--- src/rtl/cnt_pkg.sv ---
package cnt_pkg;
    localparam int BYTE_W = 8;
    localparam int CNT_W  = 2 * BYTE_W;

    typedef enum logic [2:0] {
        MODE_EVENT   = 3'd0,
        MODE_ONESHOT = 3'd1,
        MODE_RATE    = 3'd2,
        MODE_SQUARE  = 3'd3,
        MODE_WSTROBE = 3'd4,
        MODE_GSTROBE = 3'd5
    } mode_e;

    typedef struct packed {
        logic             valid;
        logic [CNT_W-1:0] value;
    } load_req_t;

    // Control byte acceptance: upper nibble 3, bit 0 clear, mode field 0..5.
    function automatic logic ctl_ok(input logic [BYTE_W-1:0] b);
        return (b[7:4] == 4'h3) && !b[0] && (b[3:1] <= 3'd5);
    endfunction

    function automatic mode_e ctl_mode(input logic [BYTE_W-1:0] b);
        return mode_e'(b[3:1]);
    endfunction

    // Count value widened by one bit so that a stored zero reads as 2**CNT_W.
    function automatic logic [CNT_W:0] widen(input logic [CNT_W-1:0] v);
        return {(v == '0), v};
    endfunction
endpackage

--- src/rtl/cnt_host_if.sv ---
module cnt_host_if
    import cnt_pkg::*;
(
    input  logic              clk,
    input  logic              rst,
    input  logic              wr_en_i,
    input  logic              wr_ctl_i,
    input  logic [BYTE_W-1:0] wr_data_i,
    output mode_e             mode_o,
    output logic              mode_set_o,
    output load_req_t         load_o,
    output logic              hold_o
);
    mode_e             mode_q;
    logic              set_q;
    logic              pend_q;
    logic [BYTE_W-1:0] lo_q;
    load_req_t         load_q;

    always_ff @(posedge clk) begin
        if (rst) begin
            mode_q <= MODE_EVENT;
            set_q  <= 1'b0;
            pend_q <= 1'b0;
            lo_q   <= '0;
            load_q <= '0;
        end else begin
            set_q        <= 1'b0;
            load_q.valid <= 1'b0;
            if (wr_en_i) begin
                if (wr_ctl_i) begin
                    if (ctl_ok(wr_data_i)) begin
                        mode_q <= ctl_mode(wr_data_i);
                        set_q  <= 1'b1;
                        pend_q <= 1'b0;
                    end
                end else if (!pend_q) begin
                    lo_q   <= wr_data_i;
                    pend_q <= 1'b1;
                end else begin
                    load_q.value <= {wr_data_i, lo_q};
                    load_q.valid <= 1'b1;
                    pend_q       <= 1'b0;
                end
            end
        end
    end

    assign mode_o     = mode_q;
    assign mode_set_o = set_q;
    assign load_o     = load_q;
    assign hold_o     = pend_q;

    assert_bad_ctl_ignored_R1: assert property (@(posedge clk) disable iff (rst)
        (wr_en_i && wr_ctl_i && !ctl_ok(wr_data_i)) |=> ($stable(mode_q) && !set_q));

    assert_load_after_data_R2: assert property (@(posedge clk) disable iff (rst)
        (wr_en_i && !wr_ctl_i && pend_q) |=> load_q.valid);
endmodule

--- src/rtl/cnt_gate_sync.sv ---
module cnt_gate_sync #(
    parameter int STAGES = 2
) (
    input  logic clk,
    input  logic rst,
    input  logic gate_i,
    output logic level_o,
    output logic rise_o
);
    localparam int LEN = STAGES + 1;
    logic [LEN-1:0] sh_q;

    always_ff @(posedge clk) begin
        if (rst) sh_q[0] <= 1'b0;
        else     sh_q[0] <= gate_i;
    end

    for (genvar i = 1; i < LEN; i++) begin : g_stage
        always_ff @(posedge clk) begin
            if (rst) sh_q[i] <= 1'b0;
            else     sh_q[i] <= sh_q[i-1];
        end
    end

    assign level_o = sh_q[STAGES-1];
    assign rise_o  = sh_q[STAGES-1] & ~sh_q[STAGES];

    assert_single_rise_R4: assert property (@(posedge clk) disable iff (rst)
        rise_o |=> !rise_o);
endmodule

--- src/rtl/cnt_engine.sv ---
module cnt_engine
    import cnt_pkg::*;
(
    input  logic             clk,
    input  logic             rst,
    input  logic             mode_set_i,
    input  mode_e            mode_i,
    input  load_req_t        load_i,
    input  logic             hold_i,
    input  logic             tick_i,
    input  logic             gate_lvl_i,
    input  logic             gate_rise_i,
    output logic [CNT_W-1:0] count_o,
    output logic             out_o
);
    mode_e            mode_q;
    logic [CNT_W-1:0] cnt_q, reload_q;
    logic             run_q, armed_q, out_q;

    logic [CNT_W-1:0] nxt;
    logic [CNT_W:0]   half;
    logic             at_one, gated_mode, gate_trig_mode, suspended, step_ok;

    always_comb begin
        nxt            = cnt_q - 1'b1;
        at_one         = (cnt_q == CNT_W'(1));
        half           = widen(reload_q) >> 1;
        gated_mode     = (mode_q == MODE_RATE) || (mode_q == MODE_SQUARE);
        gate_trig_mode = (mode_q == MODE_ONESHOT) || (mode_q == MODE_GSTROBE);
        suspended      = gated_mode && !gate_lvl_i;
        step_ok        = tick_i && run_q && !hold_i && !suspended;
    end

    always_ff @(posedge clk) begin
        if (rst) begin
            mode_q   <= MODE_EVENT;
            cnt_q    <= '0;
            reload_q <= '0;
            run_q    <= 1'b0;
            armed_q  <= 1'b0;
            out_q    <= 1'b0;
        end else if (mode_set_i) begin
            mode_q  <= mode_i;
            run_q   <= 1'b0;
            armed_q <= 1'b0;
            out_q   <= (mode_i != MODE_EVENT);
        end else if (load_i.valid) begin
            reload_q <= load_i.value;
            cnt_q    <= load_i.value;
            armed_q  <= 1'b1;
            case (mode_q)
                MODE_EVENT:                 begin run_q <= 1'b1; out_q <= 1'b0; end
                MODE_ONESHOT, MODE_GSTROBE: begin run_q <= 1'b0; out_q <= 1'b1; end
                default:                    begin run_q <= 1'b1; out_q <= 1'b1; end
            endcase
        end else if (gate_rise_i && armed_q && gate_trig_mode) begin
            cnt_q <= reload_q;
            run_q <= 1'b1;
            out_q <= (mode_q != MODE_ONESHOT);
        end else if (run_q && suspended) begin
            out_q <= 1'b1;
        end else if (step_ok) begin
            case (mode_q)
                MODE_EVENT, MODE_ONESHOT: begin
                    cnt_q <= nxt;
                    if (at_one) begin
                        out_q <= 1'b1;
                        run_q <= 1'b0;
                    end
                end
                MODE_WSTROBE, MODE_GSTROBE: begin
                    cnt_q <= nxt;
                    out_q <= (nxt != CNT_W'(1));
                    if (at_one) run_q <= 1'b0;
                end
                MODE_RATE: begin
                    if (at_one) begin
                        cnt_q <= reload_q;
                        out_q <= 1'b1;
                    end else begin
                        cnt_q <= nxt;
                        out_q <= (nxt != CNT_W'(1));
                    end
                end
                default: begin
                    if (at_one) begin
                        cnt_q <= reload_q;
                        out_q <= 1'b1;
                    end else begin
                        cnt_q <= nxt;
                        out_q <= (widen(nxt) > half);
                    end
                end
            endcase
        end
    end

    assign count_o = cnt_q;
    assign out_o   = out_q;

    assert_hold_freezes_R2: assert property (@(posedge clk) disable iff (rst)
        (hold_i && !mode_set_i && !load_i.valid && !gate_rise_i) |=> $stable(cnt_q));

    assert_event_out_sticks_R3: assert property (@(posedge clk) disable iff (rst)
        (mode_q == MODE_EVENT && out_q && !mode_set_i && !load_i.valid) |=> out_q);

    assert_oneshot_trigger_R4: assert property (@(posedge clk) disable iff (rst)
        (gate_rise_i && armed_q && mode_q == MODE_ONESHOT && !mode_set_i && !load_i.valid)
        |=> (!out_q && cnt_q == $past(reload_q)));

    assert_gate_low_suspends_R5: assert property (@(posedge clk) disable iff (rst)
        (run_q && gated_mode && !gate_lvl_i && !mode_set_i && !load_i.valid)
        |=> (out_q && $stable(cnt_q)));

    assert_strobe_one_tick_R7: assert property (@(posedge clk) disable iff (rst)
        (mode_q == MODE_WSTROBE && !out_q && step_ok && !mode_set_i && !load_i.valid) |=> out_q);
endmodule

--- src/rtl/sixmode_counter.sv ---
module sixmode_counter
    import cnt_pkg::*;
(
    input  logic        clk,
    input  logic        rst,
    input  logic        wr_en,
    input  logic        wr_ctl,
    input  logic [7:0]  wr_data,
    input  logic        tick,
    input  logic        gate,
    output logic [15:0] count_rd,
    output logic        out_line
);
    mode_e     mode;
    logic      mode_set, hold, gate_lvl, gate_rise;
    load_req_t load;

    cnt_host_if u_host (
        .clk       (clk),
        .rst       (rst),
        .wr_en_i   (wr_en),
        .wr_ctl_i  (wr_ctl),
        .wr_data_i (wr_data),
        .mode_o    (mode),
        .mode_set_o(mode_set),
        .load_o    (load),
        .hold_o    (hold)
    );

    cnt_gate_sync #(.STAGES(2)) u_gate (
        .clk    (clk),
        .rst    (rst),
        .gate_i (gate),
        .level_o(gate_lvl),
        .rise_o (gate_rise)
    );

    cnt_engine u_eng (
        .clk        (clk),
        .rst        (rst),
        .mode_set_i (mode_set),
        .mode_i     (mode),
        .load_i     (load),
        .hold_i     (hold),
        .tick_i     (tick),
        .gate_lvl_i (gate_lvl),
        .gate_rise_i(gate_rise),
        .count_o    (count_rd),
        .out_o      (out_line)
    );
endmodule

--- config.mk ---
export PLATFORM = sky130hd
export DESIGN_NAME = sixmode_counter
export DESIGN_NICKNAME = d
export VERILOG_FILES = /design/src/rtl/cnt_pkg.sv /design/src/rtl/cnt_host_if.sv /design/src/rtl/cnt_gate_sync.sv /design/src/rtl/cnt_engine.sv /design/src/rtl/sixmode_counter.sv
export SDC_FILE = /design/constraint.sdc
export NUM_CORES = 1
export LEC_CHECK = 0
export CAP_MARGIN = 30
export CORE_MARGIN = 5
export CORE_UTILIZATION = 38
export CTS_CLUSTER_SIZE = 40
export DETAILED_ROUTE_END_ITERATION = 6
export MAX_ROUTING_LAYER = met4
export PLACE_DENSITY = 0.66
export SLEW_MARGIN = 20
export SYNTH_ARGS = -nofsm -noshare
export SYNTH_HDL_FRONTEND = slang
export SYNTH_SLANG_ARGS = --single-unit
export TNS_END_PERCENT = 1
--- constraint.sdc ---
create_clock -name clk -period 4.25 [get_ports clk]
set_input_delay 0.425 -clock clk [delete_from_list [all_inputs] [get_ports clk]]
set_output_delay 0.425 -clock clk [all_outputs]
set_load 0.03 [all_outputs]
==> impl_metrics.py, run 1 <==
metrics = {
    "run_status": {
        "status": "completed",
    },
    "sta": {
        "relSlewSlack_pct": 38.0,
        "setup_viol": 0,
        "slew_viol_final": 0,
        "fin_crit_ns": 3.43,
        "rsz0062_at_grt": "no",
        "layout_setup_ws_ns": 0.822,
        "setup-tns-final_ns": 0,
        "worstMarginPinSlew_ns": 0.926,
        "timing.final.crit_share_pct": 80.7,
        "final.setup_skew_ns": 0.0108,
        "hold_violations": 0,
        "fmax_ghz": 0.292,
    },
    "place": {
        "preCtsSetupSlack_ns": 0.880,
        "post_dp_cell_area_mm2": 0.00419,
        "hpwl_um": 7660,
        "dp.cells": 623,
        "gp_congestion": 0.972,
        "port_buffers": 30,
    },
    "drt": {
        "drc_errors": 0,
        "first_iter_violations": 316,
        "drt_wl_total_um": 10500,
        "routed_via_density": 5.55,
        "wl_per_cell_um": 16.4,
        "drt_first_pass_iters": 5,
        "vias": 3544,
        "ant_nets": 0,
    },
    "power_and_ir_drop": {
        "p_per_area_mw_per_mm2": 361,
        "p_leak_uw": 0.00153,
        "peakVddDrop_mv": 0.176,
    },
    "critical_path": {
        "startpoint_type": "flop",
        "crit_path_max_incr_delay_ns": 0.56,
        "path_buf_inv": 3,
        "cp_cell_sequence": "inv_1, ha_1, nor3b_2, buf_4, nand4_1, xor2_1, inv_1, ha_1, nand4_1, or4_1, o22ai_1, a21oi_1, a311oi_1, o211ai_1",
        "crit_fanout": 11,
        "cp.required_ns": 4.47,
        "startpoint": "u_eng.count_o[0]",
        "critPathSlowestCell": "or4_1",
        "crit_type": "reg -> reg",
        "timing.rr.start": "u_eng.count_o[0]",
        "crit_family": "simple AND/OR/NAND/NOR gates",
        "critPathCaptureType": "flop",
        "arrival_ns": 3.65,
        "ff2ff_setup_slack_ns": 0.82,
    },
    "logic_synthesis": {
        "synth_area_per_cell_um2": 7.90,
        "ys_seq_area_share_pct": 37.3,
        "ys.flop_type": "dfxtp_1",
        "ys_types": 55,
        "yosysTopAreaCellShare_pct": 37.3,
        "synthTopCellsByArea": "dfxtp_1, nand2_1, a21oi_1",
        "synth_edf_count": 0,
        "yosysTopAreaCell": "dfxtp_1",
        "syn_nets": 516,
        "synth_warnings": 0,
        "netlist_area_mm2": 0.00381,
        "async_flop_share_pct": 0,
        "synthCells": 482,
        "synth_seq_cells": 71,
    },
    "layout": {
        "seq_area_mm2": 0.00142,
        "multi_input_area_mm2": 0.00217,
        "final_cells": 639,
        "n_antenna_cell": 0,
        "n_fill_cell": 1017,
        "nets": 536,
        "design_area_mm2": 0.00441,
        "area_growth_pct": 15.9,
        "drive_gt1_share_pct": 6.72,
    },
    "clocking": {
        "cts_buffers": 9,
        "cts_buffer_depth": 2,
        "cts_tree": "yes",
        "cts_hold_buf": 0,
        "postCtsSetupBuffers": 0,
        "cts-root-buf": "clkbuf_8",
        "cts.clk_slew.worst_paths_ns": 0.08,
        "cts_sinks": 71,
        "clk_latency_ns": 0.34,
        "ctsHtreeMaxLevel": 3,
        "post_cts_resized": 0,
    },
    "die": {
        "pin_count": 31,
        "core-area_mm2": 0.00977,
        "fp.dieH_um": 110,
        "die-area_mm2": 0.0121,
        "die_w_um": 110,
        "rows": 36,
        "start_util_pct": 38.9,
    },
    "global_route": {
        "grt_max_degree": 49,
        "grt_use_total_pct": 18.6,
        "grt_antenna_before_repair": 0,
        "grt_overflow": 0,
        "grt_pass1_vias": 3315,
        "grt_pass1_wl_um": 17100,
    },
    "job": {
        "cap_violations": 0,
    },
    "min_path": {
        "hold_path.class": "reg -> reg",
        "worstHoldStart": "u_gate.sh_q[0]",
    },
}
==> area by class of cell <==
| class | instances | share of cell area (%) |
|---|---|---|
| Timing Repair Buffer | 37 | 7.89 |
| Clock buffer | 9 | 2.81 |
| Inverter | 25 | 2.13 |
| Sequential cell | 71 | 32.2 |
| Multi-Input combinational cell | 358 | 49.2 |
| Clock inverter | 6 | 1.96 |
| Tap cell | 133 | 3.77 |
==> metrics by stage <==
step / total power (µW) / hold slack, ns / util, %
after CTS: 1600 / 0.445 / 45.0
after detailed placement: 1010 / 0.427 / 42.9
after global routing: 1670 / 0.463 / 45.1
after global placement: 1010 / 0.416 / 42.9
final: 1590 / 0.442 / 45.1
after floorplan: 929 / 0.414 / -
==> final timing paths <==
| path | end | depth (start not counted) |
|---|---|---|
| worst min-delay path | u_gate.level_o | 1 |
| worst min register to register | u_gate.level_o | 1 |
| worst max-delay path | u_eng.out_o | 14 |
| worst max register to register | u_eng.out_o | 14 |
==> power breakdown <==
| group | switching, µW | internal, µW |
|---|---|---|
| clock network | 265 | 326 |
| registers | 16.9 | 679 |
| logic | 172 | 133 |
==> layout by cell type, fill, tap and decap left out, types with 3 or more instances in the layout <==
cell / netlist / final
xnor2_1: 8 / 8
nor2b_1: 6 / 6
nor4_1: 9 / 9
clkbuf_8: 0 / 9
buf_4: 1 / 7
nand2_1: 85 / 85
xor2_1: 6 / 6
ha_1: 20 / 20
dfxtp_1: 71 / 71
clkdlybuf4s50_1: 0 / 29
a2111oi_0: 3 / 3
a211oi_1: 15 / 15
nor3_1: 5 / 5
a221oi_1: 4 / 4
nand4_1: 5 / 5
o211ai_1: 18 / 18
o21ai_0: 18 / 18
mux2i_1: 11 / 11
nand4b_1: 3 / 3
nor2_1: 39 / 39
inv_1: 24 / 24
nand3_1: 10 / 10
a21oi_1: 57 / 57
==> per-layer routing <==
metal	part of all wire (%)	wire length [µm]	vias up	track usage [%]
met5	0	0	-	-
met4	1.6	164	0	5.88
met3	6.9	721	14	4.08
met2	44	4610	120	27.5
met1	48	4980	1661	25.4
li1	-	-	1749	-
==> cells in the mapped netlist (8+ instances only) <==
| library cell | number |
|---|---|
| nand2_1 | 85 |
| dfxtp_1 | 71 |
| a21oi_1 | 57 |
| nor2_1 | 39 |
| inv_1 | 24 |
| clkbuf_1 | 22 |
| ha_1 | 20 |
| o211ai_1 | 18 |
| o21ai_0 | 18 |
| a211oi_1 | 15 |
| mux2i_1 | 11 |
| nand3_1 | 10 |
| nor4_1 | 9 |
| xnor2_1 | 8 |
==> kinds of logic (layout without fill, tap and decap cells) <==
group | after synthesis | after routing | share of synthesized area (%)
flops | 71 | 71 | 37.3
buf+inv | 53 | 77 | 5.62
mux | 11 | 11 | 2.89
xor+xnor | 14 | 14 | 3.22
simple gates | 183 | 183 | 23.0
compound gates | 130 | 130 | 21.3
fa+ha+maj | 20 | 20 | 6.57
==> state kept, by name, summed over array words and instances, names as in the netlist, 2 cells and up <==
signal and count:
u_eng.count_o 16, u_eng.mode_q 3, u_eng.reload_q 16, u_gate.sh_q 2, u_host.lo_q 8, u_host.load_o 17, u_host.mode_o 3
Note: power is estimated with default switching activity, not from simulation.
==> inputs of run 2 (changes only) <==
--- a/config.mk
+++ b/config.mk
@@ -11,7 +11,7 @@
 export CTS_CLUSTER_SIZE = 40
 export DETAILED_ROUTE_END_ITERATION = 6
 export MAX_ROUTING_LAYER = met4
-export PLACE_DENSITY = 0.66
+export PLACE_DENSITY = 0.68
 export SLEW_MARGIN = 20
 export SYNTH_ARGS = -nofsm -noshare
 export SYNTH_HDL_FRONTEND = slang
==> constraint.sdc (replaced) <==
create_clock -name clk -period 3 [get_ports clk]
set_input_delay 0.3 -clock clk [delete_from_list [all_inputs] [get_ports clk]]
set_output_delay 0.3 -clock clk [all_outputs]
set_load 0.03 [all_outputs]
==> run 2 against run 1 <==
Net effect:
- global-route usage fell by 0.066 points
- the flow now finishes with violations (setup timing)
- highest routed layer unchanged
- clock skew shrank 0.0022 ns
- worst hold slack lost 0.0039 ns
- worst setup slack worse by 0.84 ns
- routed wire length up 3.3%
- cell area up 6.9%
- clock power up 27%
- sequential share of layout area decreased by 1.9 points
==> impl_metrics.py, run 2 (same netlist as run 1, synthesis figures left out) <==
metrics = {
    "global_route": {
        "top_usage_layer": "met2",
        "grt_antenna_before_repair": 0,
        "grt_pass1_wl_um": 17000,
        "grt_pass1_vias": 3394,
        "grtUsageMet3_pct": 2.68,
        "grt_use_met2_pct": 27.7,
        "grtUsageMet1_pct": 25.5,
        "grt_use_total_pct": 18.6,
        "grt_max_degree": 40,
        "grt_overflow": 0,
    },
    "critical_path": {
        "reg2reg_depth": 14,
        "arrival_ns": 3.25,
        "cp.required_ns": 3.23,
        "startpoint_type": "flop",
        "crit_path_max_incr_delay_ns": 0.54,
        "critPathCaptureType": "flop",
        "crit_fanout": 7,
        "path_depth": 14,
        "cp_cell_sequence": "inv_4, ha_4, nor3b_4, buf_6, nand4_1, xor2_1, inv_1, ha_4, nand4_1, or4_4, o22ai_2, a21oi_2, a311oi_1, o211ai_1",
        "crit_type": "reg -> reg",
        "path_buf_inv": 3,
        "critPathSlowestCell": "or4_4",
        "crit_family": "simple AND/OR/NAND/NOR gates",
    },
    "sta": {
        "hold_violations": 0,
        "rsz0062_at_grt": "yes",
        "fmax_ghz": 0.332,
        "setup_viol": 1,
        "slew_viol_final": 0,
        "worstMarginPinSlew_ns": 0.874,
        "layout_setup_ws_ns": -0.0144,
        "timing.final.crit_share_pct": 100,
        "relSlewSlack_pct": 41.5,
        "final.setup_skew_ns": 0.00867,
        "fin_crit_ns": 3.01,
        "hold_slack_ns": 0.438,
    },
    "drt": {
        "wl_per_cell_um": 16.4,
        "ant_nets": 0,
        "first_iter_violations": 276,
        "drt_first_pass_iters": 5,
        "routed_via_density": 5.49,
        "drt_wl_total_um": 10800,
        "vias": 3635,
        "drc_errors": 0,
    },
    "power_and_ir_drop": {
        "p_per_area_mw_per_mm2": 486,
        "p_leak_uw": 0.00166,
        "peakVddDrop_mv": 0.291,
        "totalPowerFinal_uw": 2290,
    },
    "layout": {
        "final_cell_mix": "nand2_1, dfxtp_1, a21oi_1",
        "drive_gt1_share_pct": 14.7,
        "post-route-util_pct": 48.2,
        "n_antenna_cell": 0,
        "area_growth_pct": 23.8,
        "mostFrequentLayoutCell": "nand2_1",
        "nets": 559,
        "largest_reg_flops": 17,
        "design_area_mm2": 0.00471,
    },
    "die": {
        "rows": 36,
        "start_util_pct": 38.9,
        "die-area_mm2": 0.0121,
        "pin_count": 31,
        "core-area_mm2": 0.00977,
        "die_w_um": 110,
        "fp.dieH_um": 110,
    },
    "clocking": {
        "cts.clk_slew.worst_paths_ns": 0.08,
        "cts_tree": "yes",
        "cts_buffers": 9,
        "cts-root-buf": "clkbuf_8",
        "cts_sinks": 71,
        "clk_latency_ns": 0.35,
        "cts_hold_buf": 0,
        "ctsHtreeMaxLevel": 3,
        "cts_buffer_depth": 2,
    },
    "place": {
        "gp_congestion": 0.971,
        "post_dp_cell_area_mm2": 0.00435,
        "port_buffers": 30,
        "hpwl_um": 7870,
    },
    "run_status": {
        "violations": "setup timing",
        "status": "finished, violations left",
    },
    "min_path": {
        "hold_path.class": "reg -> reg",
        "min_path_cells": 1,
    },
    "job": {
        "cap_violations": 0,
    },
}
## run 2: area by class of cell
cell class	count	area, µm²
flip-flops and latches	71	1430
multi-input cells	358	2300
well taps	133	166
clock buffers	10	128
inverters	25	98.8
repair buffers	60	524
clock inverters	5	60.1
fillers	986	5060
## run 2: layer usage
metal / vias up / share of wire (%)
li1: 1797 / -
met1: 1673 / 47
met2: 140 / 45
met3: 25 / 6.0
met4: 0 / 2.5
met5: - / 0
## run 2: through the flow
stage / std cells / setup TNS [ns] / setup WS (ns)
2_1_floorplan: 482 / 0 / 0.0165
3_3_place_gp: 639 / 0 / 0.0692
3_5_place_dp: 639 / 0 / 0.0408
4_1_cts: 654 / 0 / 0.00464
5_1_grt: 662 / -0.247 / -0.247
6_report: 662 / -0.0144 / -0.0144
## run 2: repair_timing
item / in CTS / in global routing
endpoints found under the hold margin: 0 / 0
resized for setup: 0 / 18
setup buffers: 0 / 8
endpoints found under the setup margin: 0 / 1
## run 2: worst paths after layout
kind                          from        endpoint  slack [ns]
setup / recovery  u_eng.count_o[0]     u_eng.out_o       -0.01
setup reg to reg  u_eng.count_o[0]     u_eng.out_o       -0.01
hold reg to reg     u_gate.sh_q[0]  u_gate.level_o        0.44
hold / removal      u_gate.sh_q[0]  u_gate.level_o        0.44
## run 2: power breakdown
group	switching (µW)	internal, µW
logic	289	265
clock network	372	381
registers	21.7	961
==> inputs of run 3 (changes only) <==
--- a/config.mk
+++ b/config.mk
@@ -6,10 +6,11 @@
 export NUM_CORES = 1
 export LEC_CHECK = 0
 export CAP_MARGIN = 30
-export CORE_MARGIN = 5
+export CORE_MARGIN = 3
 export CORE_UTILIZATION = 38
 export CTS_CLUSTER_SIZE = 40
 export DETAILED_ROUTE_END_ITERATION = 6
+export GPL_ROUTABILITY_DRIVEN = 0
 export MAX_ROUTING_LAYER = met4
 export PLACE_DENSITY = 0.68
 export SLEW_MARGIN = 20
==> run 3 against run 2 <==
Net effect:
- the flow now finishes without violations
- non-clock buffer count increased by 2
- flip-flop and latch count is the same
- global-route usage is 0.98 points higher
- clock power is 9.0% higher
- critical path type unchanged
- cell count fell by 0.15%
- first-iteration DRC count is 20% higher
- highest routed layer unchanged
- routed wire length shrank 3.3%
==> impl_metrics.py, run 3 (same netlist as run 1, synthesis figures left out) <==
metrics = {
    "run_status": {
        "status": "completed",
    },
    "clocking": {
        "cts-root-buf": "clkbuf_8",
        "cts_sinks": 71,
        "cts_tree": "yes",
        "cts.clk_slew.worst_paths_ns": 0.08,
        "ctsHtreeMaxLevel": 3,
        "cts_buffer_depth": 2,
        "clk_latency_ns": 0.34,
        "cts_hold_buf": 0,
        "cts_buffers": 9,
    },
    "critical_path": {
        "ff2ff_setup_slack_ns": 0.03,
        "endpoint": "u_eng.out_o",
        "startpoint": "u_eng.count_o[1]",
        "reg2reg_depth": 14,
        "startpoint_type": "flop",
        "timing.rr.start": "u_eng.count_o[1]",
        "critPathCaptureType": "flop",
        "r2r_end": "u_eng.out_o",
        "cp.required_ns": 3.22,
        "crit_type": "reg -> reg",
        "arrival_ns": 3.19,
        "crit_fanout": 4,
    },
    "layout": {
        "mostFrequentLayoutCell": "nand2_1",
        "largest_reg_flops": 17,
        "final_cell_mix": "nand2_1, dfxtp_1, a21oi_1",
        "area_growth_pct": 23.1,
        "nets": 561,
        "final_cells": 661,
        "n_antenna_cell": 0,
        "design_area_mm2": 0.00469,
        "drive_gt1_share_pct": 14.1,
    },
    "job": {
        "cap_violations": 0,
    },
    "sta": {
        "relSlewSlack_pct": 45.3,
        "slew_viol_final": 0,
        "fmax_ghz": 0.337,
        "fin_crit_ns": 2.97,
        "layout_setup_ws_ns": 0.0303,
        "rsz0062_at_grt": "yes",
        "timing.final.crit_share_pct": 99.0,
        "setup_viol": 0,
        "hold_violations": 0,
        "setup-tns-final_ns": 0,
        "worstMarginPinSlew_ns": 0.819,
        "final.setup_skew_ns": 0.00690,
    },
    "min_path": {
        "hold_path.class": "reg -> reg",
    },
    "drt": {
        "ant_nets": 0,
        "first_iter_violations": 330,
        "vias": 3681,
        "drt_wl_total_um": 10500,
        "routed_via_density": 5.57,
        "wl_per_cell_um": 15.8,
        "drt_first_pass_iters": 5,
        "drc_errors": 0,
    },
    "die": {
        "die-area_mm2": 0.0113,
        "pin_count": 31,
        "fp.dieH_um": 106,
        "rows": 35,
        "die_w_um": 106,
        "start_util_pct": 40.1,
        "core-area_mm2": 0.00950,
    },
    "global_route": {
        "grt_pass1_wl_um": 17400,
        "grt_max_degree": 43,
        "grt_pass1_vias": 3503,
        "grt_antenna_before_repair": 0,
        "grt_use_total_pct": 19.6,
        "grt_overflow": 0,
    },
    "place": {
        "post_dp_cell_area_mm2": 0.00433,
        "port_buffers": 30,
        "hpwl_um": 7640,
        "dp.cells": 633,
        "preCtsSetupSlack_ns": 0.0465,
    },
    "power_and_ir_drop": {
        "peakVddDrop_mv": 0.366,
        "totalPowerFinal_uw": 2330,
        "p_leak_uw": 0.00167,
        "p_per_area_mw_per_mm2": 497,
    },
}
[run 3: worst max-delay path, stage by stage (launching register included)]
cell,delay (ns)
dfxtp_4,0.37
inv_4,0.07
ha_4,0.13
nor3b_4,0.23
buf_6,0.15
nand4_1,0.11
xor2_1,0.25
inv_1,0.11
ha_4,0.27
nand4_1,0.09
or4_1,0.53
o22ai_1,0.13
a21oi_1,0.05
a311oi_1,0.23
o211ai_1,0.11
[run 3: layer usage]
layer,track usage [%],wire length [µm]
met4,5.64,187
met5,-,0
met2,30.0,4720
met1,25.8,4720
met3,4.80,848
[run 3: area by class of cell]
class	count	area (µm²)
inverter	25	98.8
sequential	71	1430
timing repair buffer	62	539
clock inverter	5	63.8
multi-input combinational	358	2240
clock buffer	11	151
fill	945	4820
tap	129	161
[run 3: what timing repair did]
action	CTS	global route
gates resized for setup	6	3
pin swaps	6	7
setup buffers	6	5
setup endpoints to repair	1	1
[run 3: power by group]
| group | switching [µW] | internal [µW] | total (µW) |
|---|---|---|---|
| clock network | 384 | 437 | 821 |
| registers | 23.1 | 961 | 984 |
| logic | 272 | 253 | 526 |
[run 3: worst min-delay path by stage]
stage	start	to	depth (start not counted)
after floorplan	u_gate.sh_q[0]	u_gate.level_o	1
final	u_gate.sh_q[0]	u_gate.level_o	1
after detailed placement	u_gate.sh_q[0]	u_gate.level_o	1
after global routing	u_gate.sh_q[0]	u_gate.level_o	1
after CTS	u_gate.sh_q[0]	u_gate.level_o	1
after global placement	u_gate.sh_q[0]	u_gate.level_o	1
[run 3: stage by stage]
| stage | util, % | hold WS, ns |
|---|---|---|
| after floorplan | - | 0.414 |
| after global placement | 45.6 | 0.418 |
| after detailed placement | 45.6 | 0.425 |
| after CTS | 48.6 | 0.444 |
| after global routing | 49.3 | 0.464 |
| final | 49.3 | 0.437 |
